$ cat src/rtl/isc_pkg.sv
package isc_pkg;
  typedef enum logic [2:0] {
    OP_TRIG   = 3'd0,
    OP_EOI    = 3'd1,
    OP_RETURN = 3'd2,
    OP_SCAN   = 3'd3,
    OP_LOWER  = 3'd4
  } isc_op_e;

  typedef enum logic [1:0] {
    ST_IDLE,
    ST_OFFER,
    ST_AWAIT
  } isc_st_e;
endpackage

$ cat src/rtl/isc_pick.sv
module isc_pick #(
  parameter int N    = 16,
  localparam int IW  = $clog2(N)
) (
  input  logic [N-1:0]  req,
  output logic          any,
  output logic [IW-1:0] idx
);
  logic [IW-1:0] chain [N+1];
  assign chain[N] = '0;
  // lowest index wins: walk from the top down
  for (genvar i = N - 1; i >= 0; i--) begin : g_chain
    assign chain[i] = req[i] ? IW'(i) : chain[i+1];
  end
  assign idx = chain[0];
  assign any = |req;
endmodule

$ cat src/rtl/isc_cfg.sv
module isc_cfg #(
  parameter int NSRC = 16,
  parameter int PRIW = 8,
  parameter int SRVW = 4,
  localparam int IW  = $clog2(NSRC)
) (
  input  logic            clk,
  input  logic            rst,
  input  logic            we,
  input  logic [IW-1:0]   widx,
  input  logic [PRIW-1:0] wpri,
  input  logic [SRVW-1:0] wsrv,
  input  logic            wlsi,
  input  logic [IW-1:0]   ridx,
  output logic [PRIW-1:0] rpri,
  output logic [SRVW-1:0] rsrv,
  output logic [NSRC-1:0] lsi
);
  logic [PRIW-1:0] pri_mem [NSRC];
  logic [SRVW-1:0] srv_mem [NSRC];

  always_ff @(posedge clk) begin
    if (rst) begin
      for (int i = 0; i < NSRC; i++) begin
        pri_mem[i] <= '1;
        srv_mem[i] <= '0;
      end
      lsi <= '0;
    end else if (we) begin
      pri_mem[widx] <= wpri;
      srv_mem[widx] <= wsrv;
      lsi[widx]     <= wlsi;
    end
  end

  assign rpri = pri_mem[ridx];
  assign rsrv = srv_mem[ridx];
endmodule

$ cat src/rtl/isc_top.sv
module isc_top #(
  parameter int NSRC    = 16,
  parameter int NUMW    = 8,
  parameter int BASE    = 16,
  parameter int IPI_NUM = 2,
  parameter int PRIW    = 8,
  parameter int SRVW    = 4,
  parameter int ERRW    = 8,
  localparam int IDXW   = $clog2(NSRC)
) (
  input  logic            clk,
  input  logic            rst,
  input  logic            cfg_we,
  input  logic [IDXW-1:0] cfg_idx,
  input  logic [PRIW-1:0] cfg_pri,
  input  logic [SRVW-1:0] cfg_srv,
  input  logic            cfg_lsi,
  input  logic            cmd_valid,
  input  logic [2:0]      cmd_op,
  input  logic [NUMW-1:0] cmd_num,
  output logic            dlv_valid,
  input  logic            dlv_ready,
  output logic [NUMW-1:0] dlv_num,
  output logic [PRIW-1:0] dlv_pri,
  output logic [SRVW-1:0] dlv_srv,
  input  logic            rsp_valid,
  input  logic            rsp_grant,
  output logic            resend_mark,
  output logic [ERRW-1:0] err_count
);
  import isc_pkg::*;

  localparam logic [PRIW-1:0] MASKED = '1;
  localparam logic [NUMW:0]   LO     = (NUMW+1)'(BASE);
  localparam logic [NUMW:0]   HI     = (NUMW+1)'(BASE + NSRC);

  logic [NSRC-1:0] pbit, qbit, want, rsnd, mpend, lsi;
  logic [IDXW-1:0] sel, loc;
  logic            any;
  logic [PRIW-1:0] sel_pri;
  logic [SRVW-1:0] sel_srv;
  isc_st_e         st;
  logic [IDXW-1:0] cur;

  isc_cfg #(.NSRC(NSRC), .PRIW(PRIW), .SRVW(SRVW)) u_cfg (
    .clk(clk), .rst(rst), .we(cfg_we), .widx(cfg_idx), .wpri(cfg_pri),
    .wsrv(cfg_srv), .wlsi(cfg_lsi), .ridx(sel), .rpri(sel_pri),
    .rsrv(sel_srv), .lsi(lsi)
  );

  isc_pick #(.N(NSRC)) u_pick (.req(want), .any(any), .idx(sel));

  // command decode
  logic in_rng, is_ipi, op_src, take, rsp_take;
  isc_op_e op;
  assign op      = isc_op_e'(cmd_op);
  assign in_rng  = ({1'b0, cmd_num} >= LO) && ({1'b0, cmd_num} < HI);
  assign is_ipi  = (cmd_num == NUMW'(IPI_NUM));
  assign loc     = IDXW'(cmd_num - NUMW'(BASE));
  assign op_src  = (op == OP_TRIG) || (op == OP_EOI) ||
                   (op == OP_RETURN) || (op == OP_LOWER);
  assign take    = (st == ST_IDLE) && any;
  assign rsp_take = (st == ST_AWAIT) && rsp_valid;

  // per-source flags
  always_ff @(posedge clk) begin
    if (rst) begin
      pbit <= '0; qbit <= '0; want <= '0; rsnd <= '0; mpend <= '0;
    end else begin
      if (take) begin
        want[sel] <= 1'b0;
        if (sel_pri == MASKED) mpend[sel] <= 1'b1;
      end
      if (cfg_we && cfg_pri != MASKED && mpend[cfg_idx]) begin
        mpend[cfg_idx] <= 1'b0;
        want[cfg_idx]  <= 1'b1;
      end
      if (cmd_valid && op == OP_SCAN) begin
        want <= want | rsnd;
        rsnd <= '0;
        if (take) want[sel] <= 1'b0;
      end
      if (rsp_take && !rsp_grant) rsnd[cur] <= 1'b1;
      if (cmd_valid && in_rng) begin
        unique case (op)
          OP_TRIG: begin
            pbit[loc] <= 1'b1;
            if (!lsi[loc]) qbit[loc] <= pbit[loc];
            if (!pbit[loc]) want[loc] <= 1'b1;
          end
          OP_EOI: begin
            if (lsi[loc]) begin
              if (pbit[loc]) want[loc] <= 1'b1;
            end else begin
              pbit[loc] <= qbit[loc];
              qbit[loc] <= 1'b0;
              if (qbit[loc]) want[loc] <= 1'b1;
            end
          end
          OP_RETURN: want[loc] <= 1'b1;
          OP_LOWER:  if (lsi[loc]) pbit[loc] <= 1'b0;
          default: ;
        endcase
      end
    end
  end

  // error counter for numbers owned by no source
  always_ff @(posedge clk) begin
    if (rst) err_count <= '0;
    else if (cmd_valid && op_src && !in_rng && !(op == OP_RETURN && is_ipi))
      err_count <= err_count + 1'b1;
  end

  // single in-flight delivery engine
  always_ff @(posedge clk) begin
    if (rst) begin
      st          <= ST_IDLE;
      dlv_valid   <= 1'b0;
      dlv_num     <= '0;
      dlv_pri     <= '0;
      dlv_srv     <= '0;
      cur         <= '0;
      resend_mark <= 1'b0;
    end else begin
      resend_mark <= 1'b0;
      unique case (st)
        ST_IDLE: if (take && sel_pri != MASKED) begin
          dlv_valid <= 1'b1;
          dlv_num   <= NUMW'(BASE) + NUMW'(sel);
          dlv_pri   <= sel_pri;
          dlv_srv   <= sel_srv;
          cur       <= sel;
          st        <= ST_OFFER;
        end
        ST_OFFER: if (dlv_ready) begin
          dlv_valid <= 1'b0;
          st        <= ST_AWAIT;
        end
        ST_AWAIT: if (rsp_valid) begin
          resend_mark <= !rsp_grant;
          st          <= ST_IDLE;
        end
        default: st <= ST_IDLE;
      endcase
    end
  end

  // request held with stable payload until taken
  a_r9_hold: assert property (@(posedge clk) disable iff (rst)
    dlv_valid && !dlv_ready |=> dlv_valid && $stable(dlv_num) && $stable(dlv_pri));
  // only owned numbers are ever offered
  a_r9_range: assert property (@(posedge clk) disable iff (rst)
    dlv_valid |-> ({1'b0, dlv_num} >= LO) && ({1'b0, dlv_num} < HI));
  // a masked priority never reaches the presenter
  a_r4_no_masked: assert property (@(posedge clk) disable iff (rst)
    dlv_valid |-> dlv_pri != MASKED);
  // the resend mark only follows a refusal
  a_r5_mark_cause: assert property (@(posedge clk) disable iff (rst)
    resend_mark |-> $past(rsp_valid && !rsp_grant));
  // the error counter moves by at most one per cycle
  a_r8_err_step: assert property (@(posedge clk) disable iff (rst)
    err_count == $past(err_count) || err_count == $past(err_count) + 1'b1);
endmodule

$ cat config.mk
export PLATFORM = sky130hd
export DESIGN_NAME = isc_top
export DESIGN_NICKNAME = d
export VERILOG_FILES = /design/src/rtl/isc_pkg.sv /design/src/rtl/isc_pick.sv /design/src/rtl/isc_cfg.sv /design/src/rtl/isc_top.sv
export SDC_FILE = /design/constraint.sdc
export NUM_CORES = 1
export LEC_CHECK = 0
export CORE_UTILIZATION = 33
export DETAILED_ROUTE_END_ITERATION = 12
export PLACE_DENSITY = 0.55
export REMOVE_ABC_BUFFERS = 1
export SLEW_MARGIN = 20
export SYNTH_ARGS = -nofsm -noshare
export SYNTH_HDL_FRONTEND = slang
export SYNTH_SLANG_ARGS = --single-unit
$ cat constraint.sdc
create_clock -name clk -period 4.9 [get_ports clk]
set_clock_uncertainty 0.1 [all_clocks]
set_input_delay 0.98 -clock clk [delete_from_list [all_inputs] [get_ports clk]]
set_output_delay 0.98 -clock clk [all_outputs]
set_load 0.05 [all_outputs]
# ---- Yosys cells after proc, flatten, opt, wreduce, memory -nomap -nowiden
# Memories as Yosys holds them, arrays and structs flattened. A register that Yosys moved wholly into a read port is not among the register bits.
# Cells that the tools add are included.
dict set report totals {
  word_cells 175
  mem_count 2
  regBits 128
  ramBits 192
}
# name depth word_bits read_ports rd_ports_with_merged_regs wr line
set mem_list {}
lappend mem_list {u_cfg.pri_mem 16 8 1 0 16 isc_cfg.sv:19} ;# logic [PRIW-1:0] pri_mem [NSRC];
lappend mem_list {u_cfg.srv_mem 16 4 1 1 16 isc_cfg.sv:20} ;# logic [SRVW-1:0] srv_mem [NSRC];
dict set report classes {
  eq_ne 16
  muxes 78
  n_bitwise 16
  n_addsub 3
  reduce_logical 37
  magnitude_cmp 10
}
# cell n
set op_table {}
lappend op_table {{2-to-1 mux 16 bit} 22}
lappend op_table {{OR 16 bit} 6}
lappend op_table {{one-hot mux 16 bit (3 select lines)} 2}
lappend op_table {{bitwise AND 16 bit} 5}
lappend op_table {{2-to-1 mux 4 bit} 19}
lappend op_table {{bitwise mux 16 bit} 3}
lappend op_table {{NOT 16 bit} 3}
lappend op_table {{one-hot mux 16 bit (2 select lines)} 1}
lappend op_table {{less-than comparator 4 x 5 -> 1 bit, second input constant} 4}
lappend op_table {{logical AND 1 bit} 17}
lappend op_table {{2-to-1 mux 1 bit} 17}
lappend op_table {{binary-select mux 1 bit (select 4 bit)} 4}
lappend op_table {{demux 1 bit (select 4 bit)} 4}
lappend op_table {{>= comparator 4 x 1 -> 1 bit, second input constant} 4}
lappend op_table {{inequality test 8 bit, second input constant} 2}
lappend op_table {{OR reduction 16 bit} 1}
lappend op_table {{adder 8 x 1 -> 8 bit, second input constant} 1}
lappend op_table {{== test 8 x 2 -> 1 bit, second input constant} 1}
lappend op_table {{== test 8 bit, second input constant} 1}
lappend op_table {{>= comparator 8 x 5 -> 1 bit, second input constant} 1}
lappend op_table {{less-than comparator 8 x 6 -> 1 bit, second input constant} 1}
lappend op_table {{2-to-1 mux 8 bit} 1}
lappend op_table {{inequality test 2 bit, second input constant} 4}
lappend op_table {{AND reduction 4 bit} 2}
lappend op_table {{other kinds (23)} 34}

# ---- Logic depth before layout (Yosys ltp)
# Gate-level depths: netlist (run 1).
dict set report logic_depth {
  ltp_word 33
  mapped_depth 15
  ltp_nobuf 10
}

# ---- Modules after synthesis
# From an unflattened synthesis (run 1), not the netlist that was laid out.
dict set report hier_totals {
  cells_unflattened 1321
  area_unflattened_um2 15234.6
}
# mod seq_area_each_um2 area_each_um2 cells_per_inst instances
set by_module_without_submodules {}
lappend by_module_without_submodules {isc_cfg 6085.8 9552.9 659 1}
lappend by_module_without_submodules {isc_top 2182.1 5505.3 628 1}
lappend by_module_without_submodules {isc_pick 0.0 176.4 34 1}

# ---- Least setup slack after synthesis (run 1)
# Ideal clock, no wire load.
dict set report synth_timing {
  path_kind {input port to flip-flop}
  from {input port cmd_num[0]}
  to {register pbit[12]}
  setup_ps 132
  arrival_ps 3670
  t_required_ps 4668
  slack_ps 998
  path_buffers 2
  stages 10
  cell_sequence {clkbuf_1 -> mux4_2 -> mux4_2 -> nor2_1 -> a21oi_1 -> nor3_1 -> nand2_1 -> clkbuf_1 -> nor2_1 -> nor3_1}
}
dict set report synth_between {
  elab_chain_cells 9
  elab_cells_between_ends 24
  cone_classes {1 x add/sub; 4 x order compare; 2 x eq/ne; 10 x mux; 3 x bitwise; 4 x reduce/logical}
}
# element line
set synth_lines {}
lappend synth_lines {{start: declaration} isc_top.sv:20} ;# input logic [NUMW-1:0] cmd_num,
lappend synth_lines {{subtractor 4 x 1 -> 4 bit} isc_top.sv:59} ;# assign loc = IDXW'(cmd_num - NUMW'(BASE));
lappend synth_lines {{less-than comparator 4 x 5 -> 1 bit (implied by the code) / >= comparator 4 x 1 -> 1 bit (equally long branches)} {isc_top.sv:87, isc_top.sv:95, isc_top.sv:101}}
lappend synth_lines {{logical AND 1 bit (implied by the code)} {isc_top.sv:87, isc_top.sv:95, isc_top.sv:101}}
lappend synth_lines {{2-to-1 mux 1 bit (implied by the code)} {isc_top.sv:87, isc_top.sv:95, isc_top.sv:101}}
lappend synth_lines {{demux 1 bit (select 4 bit)} {isc_top.sv:87, isc_top.sv:95, isc_top.sv:101}}
lappend synth_lines {{NOT 16 bit (no line)} --}
lappend synth_lines {{bitwise AND 16 bit (no line)} --}
lappend synth_lines {{2-to-1 mux 16 bit} isc_top.sv:101} ;# OP_LOWER: if (lsi[loc]) pbit[loc] <= 1'b0;
lappend synth_lines {{one-hot mux 16 bit (3 select lines)} isc_top.sv:85} ;# unique case (op)
lappend synth_lines {{end signal: indexed assignment} isc_top.sv:95} ;# pbit[loc] <= qbit[loc];
lappend synth_lines {{end: declaration} isc_top.sv:37} ;# logic [NSRC-1:0] pbit, qbit, want, rsnd, mpend, lsi;
# Several ways; a longest one is shown, not always the timed one. The select of a mux whose other input is x is not followed.
# A chain may end at the register's enable or synchronous reset.

# ---- Worst setup path after layout (run 1)
dict set report layout_timing {
  from {register want[14]}
  to {register dlv_pri[0]}
}
dict set report layout_between {
  elab_chain_cells 19
  elab_cells_between_ends 21
  cone_classes {1 x eq/ne; 15 x mux; 4 x reduce/logical; 1 x memory}
}
# element line
set layout_lines {}
lappend layout_lines {{start: declaration} isc_top.sv:37}
lappend layout_lines {{start signal: assignment} isc_top.sv:79} ;# want <= want | rsnd;
lappend layout_lines {{2-to-1 mux 4 bit (15 in a row)} isc_pick.sv:13} ;# assign chain[i] = req[i] ? IW'(i) : chain[i+1];
lappend layout_lines {{memory read (16 x 8 bit)} --}
lappend layout_lines {{inequality test 8 bit} isc_top.sv:128} ;# ST_IDLE: if (take && sel_pri != MASKED) begin
lappend layout_lines {{logical AND 1 bit} isc_top.sv:128}
lappend layout_lines {{AND reduction 2 bit (no line)} --}
lappend layout_lines {{end signal: assignment} isc_top.sv:131} ;# dlv_pri <= sel_pri;
lappend layout_lines {{end: declaration} isc_top.sv:24} ;# output logic [PRIW-1:0] dlv_pri,
# Several ways; a longest one is shown, not always the timed one.

==> results.py, run 1 <==
metrics = {
    "outcome": {
        "outcome": "complete, no violations",
    },
    "timing": {
        "finalMaxSlewViolations": 0,
        "tightest_slew_ps": 976,
        "fmax_ghz": 0.240,
        "setup_slack_ps": 731,
        "period_needed_ps": 4170,
        "min_period_over_period": 0.851,
        "whs_ps": 348,
        "slew_headroom": 0.347,
        "setup_viol": 0,
        "hold_viol": 0,
        "rsz0062_at_grt": "no",
        "finalSetupTns_ps": 0,
    },
    "clock_tree": {
        "clockBufferDepth": 3,
        "clkSinkCount": 317,
        "cts_buffers": 36,
        "post_cts_buffers": 0,
        "ctsHtreeMaxLevel": 2,
        "clk_latency_ps": 540,
        "cts_hold_buf": 0,
        "root_buffer": "clkbuf_16",
        "cts_resized": 0,
        "clkTransAtPathRegs_ps": 60,
        "cts_tree": "yes",
    },
    "global_routing": {
        "antenna_found_initial": 2,
        "grt_usage": 0.196,
        "grt_overflow": 0,
        "grt_pass1_wl_mm": 69.5,
        "grt_pass1_vias": 11100,
        "grt_max_degree": 65,
    },
    "power_and_ir_drop": {
        "leakagePower_nw": 5.83,
        "internal-power_mw": 4.66,
        "power.share.sequential": 0.487,
        "clkPwrFrac": 0.454,
        "power_mw": 6.07,
        "cellPowerDensity_mw_per_mm2": 346,
        "switching_share": 0.231,
        "p_switching_mw": 1.40,
        "combPwrFrac": 0.059,
        "vdd_drop_max_mv": 0.184,
    },
    "cells_and_area": {
        "final_layout_size_suffix_gt1_frac": 0.0989,
        "multi_input_comb_area_mm2": 0.00626,
        "diodes": 0,
        "seq_area_mm2": 0.00827,
        "area_growth_pct": 16.0,
        "layout.cells.non_filler": 2106,
        "nets": 1515,
        "final_core_util": 0.388,
        "final_area_mm2": 0.0176,
        "nFillCells": 4463,
    },
    "yosys": {
        "synth_edf_count": 192,
        "synth.most_common_cell": "edfxtp_1",
        "synth_common_cells": "edfxtp_1, nand2_1, dfxtp_1",
        "yosys-top-cells-area": "edfxtp_1, dfxtp_1, or3_1",
        "synth_largest_area_cell": "edfxtp_1",
        "ys_warn_count": 0,
        "synth.distinct_cells": 67,
        "synthDominantCellAreaShare": 0.381,
        "synthesis.area_mm2": 0.0151,
        "synth_seq_cells": 317,
        "ys.flop_type": "edfxtp_1",
        "syn_area_per_cell_um2": 10.4,
        "syn-instance-count": 1459,
        "yosysSeqAreaShare": 0.546,
        "synthArstFlopShare": 0,
    },
    "worst_setup_path": {
        "crit_fanout": 62,
        "r2r-end": "dlv_pri[0]",
        "rrSetupSlack_ps": 730,
        "arrival_ps": 4430,
        "critPathKind": "flip-flop to flip-flop",
        "critical_path.startpoint_type": "flip-flop",
        "cp.required_ps": 5160,
        "endpoint_kind": "flip-flop",
        "r2r_cells": 12,
        "worstSetupStartpoint": "want[14]",
        "timing.rr.start": "want[14]",
    },
    "placement": {
        "place_ws_ps": 494,
        "port_buffers": 61,
        "placed_cell_area_mm2": 0.0164,
        "dp_hpwl_mm": 30.6,
        "placed_cells": 2041,
        "place_congestion": 0.865,
    },
    "floorplanning": {
        "die_area_mm2": 0.0467,
        "initial_core_util": 0.334,
        "boundaryPins": 65,
        "core-area_mm2": 0.0453,
        "die_w_um": 216,
        "die_h_um": 216,
        "rows": 78,
    },
    "route": {
        "wl_met2_mm": 21.2,
        "drt_iter0_drc": 1030,
        "drt_wl_total_mm": 46.2,
        "route.detailed.drc": 0,
        "vias": 11600,
        "wl_met1_mm": 20.2,
        "ant_nets": 0,
        "firstDrtPassIters": 5,
        "wl_met3_mm": 3.29,
        "wl_per_cell_um": 22.0,
        "viasPerCell": 5.51,
        "top_layer_used": "met5",
    },
    "worst_hold_path": {
        "hp-start": "dlv_pri[6]",
        "min_path_cells": 2,
        "hold_end": "dlv_pri[6]",
        "hold_path.class": "flip-flop to flip-flop",
    },
    "run": {
        "maxCapViolCount": 0,
    },
}
## power by group through the flow
stage          clock network (mW)  logic, mW  registers [mW]
2_1_floorplan                   0      0.158            3.01
3_3_place_gp                    0      0.356            3.01
3_5_place_dp                    0      0.359            3.01
4_1_cts                      2.80      0.361            2.95
5_1_grt                      2.90      0.385            2.96
6_report                     2.75      0.360            2.95
## kinds of logic (layout without fill, tap and decap cells)
family,after synthesis,after routing,synth area share
AO/OA/AOI/OAI,259,259,0.120
multiplexers,93,93,0.0786
other,1,3,0.000248
XOR/XNOR,5,5,0.00289
flip-flops,317,317,0.546
AND/OR/NAND/NOR,628,628,0.208
buffers and inverters,155,200,0.0426
adder cells (fa/ha/maj),1,1,0.000826
## placed cells by master (no fill, tap or decap), types with 5 or more instances in the layout
cell             count
nor2_1             117
clkdlybuf4s50_1     60
or2_2               11
and3_1              68
clkinv_2             6
inv_1               29
nor4_1              24
dfxtp_1            125
a32o_1               5
nand2_1            168
o22ai_1             18
buf_4               41
nor2b_1             28
a211oi_1            28
clkinv_1             9
nand2b_1            11
edfxtp_1           192
o21ai_0             33
or3_1              124
nand4_1             11
clkbuf_16           38
a22o_1              10
mux2_2               7
a22oi_1              9
a311oi_1             9
o221a_1             16
mux2i_1             66
a21oi_1             79
nor3_1              35
mux4_2              20
nand3_1             20
o32ai_1             16
## sequential cells by signal, indices dropped and copies added (netlist names), 2 cells and up
name	count
cur	3
dlv_num	2
dlv_pri	8
dlv_srv	4
err_count	8
mpend	16
pbit	16
qbit	16
rsnd	16
st	2
u_cfg.lsi	16
u_cfg.pri_mem	128
u_cfg.srv_mem	64
want	16
## routing by layer
metal / GRT usage / vias up
met3: 0.0396 / 89
li1: - / 5453
met5: 0 / -
met2: 0.306 / 406
met1: 0.266 / 5661
met4: 0.0723 / 4
## final cells by class
| class | instances | area share |
|---|---|---|
| clock buffers | 42 | 0.0556 |
| flip-flops and latches | 317 | 0.471 |
| clock inverters | 23 | 0.0123 |
| repair buffers | 105 | 0.0554 |
| inverters | 30 | 0.00641 |
| well taps | 600 | 0.0427 |
| multi-input cells | 989 | 0.357 |
## worst max path at each step
stage                       endpoint
after detailed placement     pbit[5]
after global routing      dlv_srv[1]
after global placement       pbit[7]
final                     dlv_pri[0]
after CTS                 dlv_srv[2]
after floorplan           dlv_num[4]
## worst max-delay path, cell delays in order, from the launching register on
cell and delay [ps]:
dfxtp_1 340, nand2b_1 170, a2111o_1 470, a31oi_4 280, buf_12 340, mux2i_1 130, a22o_1 290, a311o_1 400
a311oi_2 300, nand4_1 250, buf_4 290, o21ai_4 430, a221oi_1 140
(Power assumes the default switching activity.)
==> inputs of run 2 (changes only) <==
==> constraint.sdc (replaced) <==
create_clock -name clk -period 4.9 [get_ports clk]
set_clock_uncertainty 0.1 [all_clocks]
set_input_delay 1.47 -clock clk [delete_from_list [all_inputs] [get_ports clk]]
set_output_delay 1.47 -clock clk [all_outputs]
set_load 0.05 [all_outputs]
==> run 2 against run 1 <==
Effect of this change: utilization about the same; first-iteration DRC count shrank 4.0%; total power down 2.9%; via count rose by 1.0%; combinational power rose by 3%; worst hold slack better by 7.2 ps; design area is essentially flat; die area stayed put; non-clock buffer count grew 10; maximum frequency decreased by 1.2%; register-to-register slack lost 50 ps; cell count is 0.33% higher; largest cell class unchanged; largest power group unchanged.
==> results.py, run 2 (synthesized netlist as in run 1, its figures left out) <==
metrics = {
    "clock_tree": {
        "post_cts_buffers": 0,
        "clkSinkCount": 317,
        "clkTransAtPathRegs_ps": 60,
        "cts_resized": 0,
        "clockBufferDepth": 3,
        "cts_buffers": 35,
        "cts_tree": "yes",
        "cts_hold_buf": 0,
        "clk_latency_ps": 530,
        "ctsHtreeMaxLevel": 2,
        "root_buffer": "clkbuf_16",
    },
    "global_routing": {
        "grt_pass1_wl_mm": 69.4,
        "grt_overflow": 0,
        "grt_max_degree": 65,
        "antenna_found_initial": 0,
        "grt_usage": 0.194,
        "grt_pass1_vias": 11100,
    },
    "cells_and_area": {
        "final_area_mm2": 0.0175,
        "regMostFlops": "u_cfg.pri_mem",
        "largestRegisters": "u_cfg.pri_mem (128), u_cfg.srv_mem (64)",
        "final_core_util": 0.388,
        "nets": 1524,
        "largest_reg_flops": 128,
        "final_cell_mix": "edfxtp_1, nand2_1, dfxtp_1",
        "final_layout_size_suffix_gt1_frac": 0.102,
        "nFillCells": 4425,
        "layout_commonest_cell": "edfxtp_1",
        "area_growth_pct": 15.9,
        "diodes": 0,
    },
    "outcome": {
        "outcome": "complete, no violations",
    },
    "power_and_ir_drop": {
        "leakagePower_nw": 5.84,
        "vdd_drop_max_mv": 0.166,
        "cellPowerDensity_mw_per_mm2": 336,
    },
    "route": {
        "drt_iter0_drc": 989,
        "wl_per_cell_um": 21.8,
        "route.detailed.drc": 0,
        "drt_wl_total_mm": 46.1,
        "vias": 11700,
        "ant_nets": 0,
        "firstDrtPassIters": 5,
        "viasPerCell": 5.55,
    },
    "worst_setup_path": {
        "timing.rr.start": "want[3]",
        "critPathKind": "flip-flop to flip-flop",
        "endpoint_kind": "flip-flop",
        "crit_fanout": 18,
        "worstSetupStartpoint": "want[3]",
        "cp.required_ps": 5230,
        "critical_path.startpoint_type": "flip-flop",
        "rrSetupSlack_ps": 680,
        "arrival_ps": 4550,
    },
    "timing": {
        "tightest_slew_ps": 952,
        "setup_viol": 0,
        "hold_viol": 0,
        "min_period_over_period": 0.861,
        "fmax_ghz": 0.237,
        "rsz0062_at_grt": "no",
        "slew_headroom": 0.363,
        "period_needed_ps": 4220,
        "whs_ps": 355,
        "finalMaxSlewViolations": 0,
    },
    "floorplanning": {
        "initial_core_util": 0.334,
        "die_h_um": 216,
        "rows": 78,
        "boundaryPins": 65,
        "core-area_mm2": 0.0453,
        "die_w_um": 216,
        "die_area_mm2": 0.0467,
    },
    "placement": {
        "place_congestion": 0.860,
        "dp_hpwl_mm": 30.9,
        "port_buffers": 61,
        "placed_cell_area_mm2": 0.0164,
    },
    "worst_hold_path": {
        "hold_path.class": "flip-flop to flip-flop",
        "hp-start": "u_cfg.lsi[14]",
    },
    "run": {
        "maxCapViolCount": 0,
    },
}
==> run 2: cell count changes in the layout (fill, tap and decap cells not counted), sizes merged <==
cell | previous run | this run
clkinv | 15 | 11
clkbuf | 42 | 49
clkinvlp | 2 | 0
bufinv | 4 | 1
buf | 45 | 55
inv | 32 | 31
==> run 2: cell type report <==
| type | count | area, um2 | area share |
|---|---|---|---|
| multi-input cells | 989 | 6260 | 0.357 |
| well taps | 600 | 751 | 0.0428 |
| clock buffers | 49 | 1000 | 0.0573 |
| clock inverters | 13 | 98.8 | 0.00563 |
| inverters | 30 | 113 | 0.00642 |
| flip-flops and latches | 317 | 8270 | 0.471 |
| repair buffers | 115 | 1050 | 0.0598 |
==> run 2: final timing paths <==
kind	end	cells after the start
setup / recovery	dlv_pri[0]	11
hold / removal	u_cfg.lsi[14]	2
setup reg to reg	dlv_pri[0]	11
hold reg to reg	u_cfg.lsi[14]	2
==> run 2: routing by layer <==
metal | up-vias | routed length (um) | track usage
met5 | - | 0 | 0
met4 | 0 | 1450 | 0.0650
met3 | 95 | 2760 | 0.0254
met2 | 414 | 21300 | 0.312
met1 | 5754 | 20600 | 0.268
li1 | 5470 | - | -
==> run 2: through the flow <==
step	setup slack [ps]	power (mW)	setup TNS, ps	cells
final	680	5.89	0	2113
after global routing	497	6.05	0	2113
after CTS	712	5.93	0	2113
after detailed placement	220	3.38	0	2051
after global placement	235	3.37	0	2051
after floorplan	-660	3.17	-18030	1336
==> run 2: power breakdown <==
part,switching (mW),total [mW],internal (mW)
logic,0.262,0.369,0.107
clock network,1.08,2.57,1.49
registers,0.0285,2.95,2.93
==> run 2: worst max-delay path, cell delays in order, from the launching register on <==
cell and delay [ps]:
dfxtp_1 390, or4_1 610, nor2_1 310, nand2_1 320, nor2_1 620, a22o_1 370
a311o_1 230, a311oi_2 70, nand4_1 260, buf_4 300, o21ai_4 190, a221oi_1 310
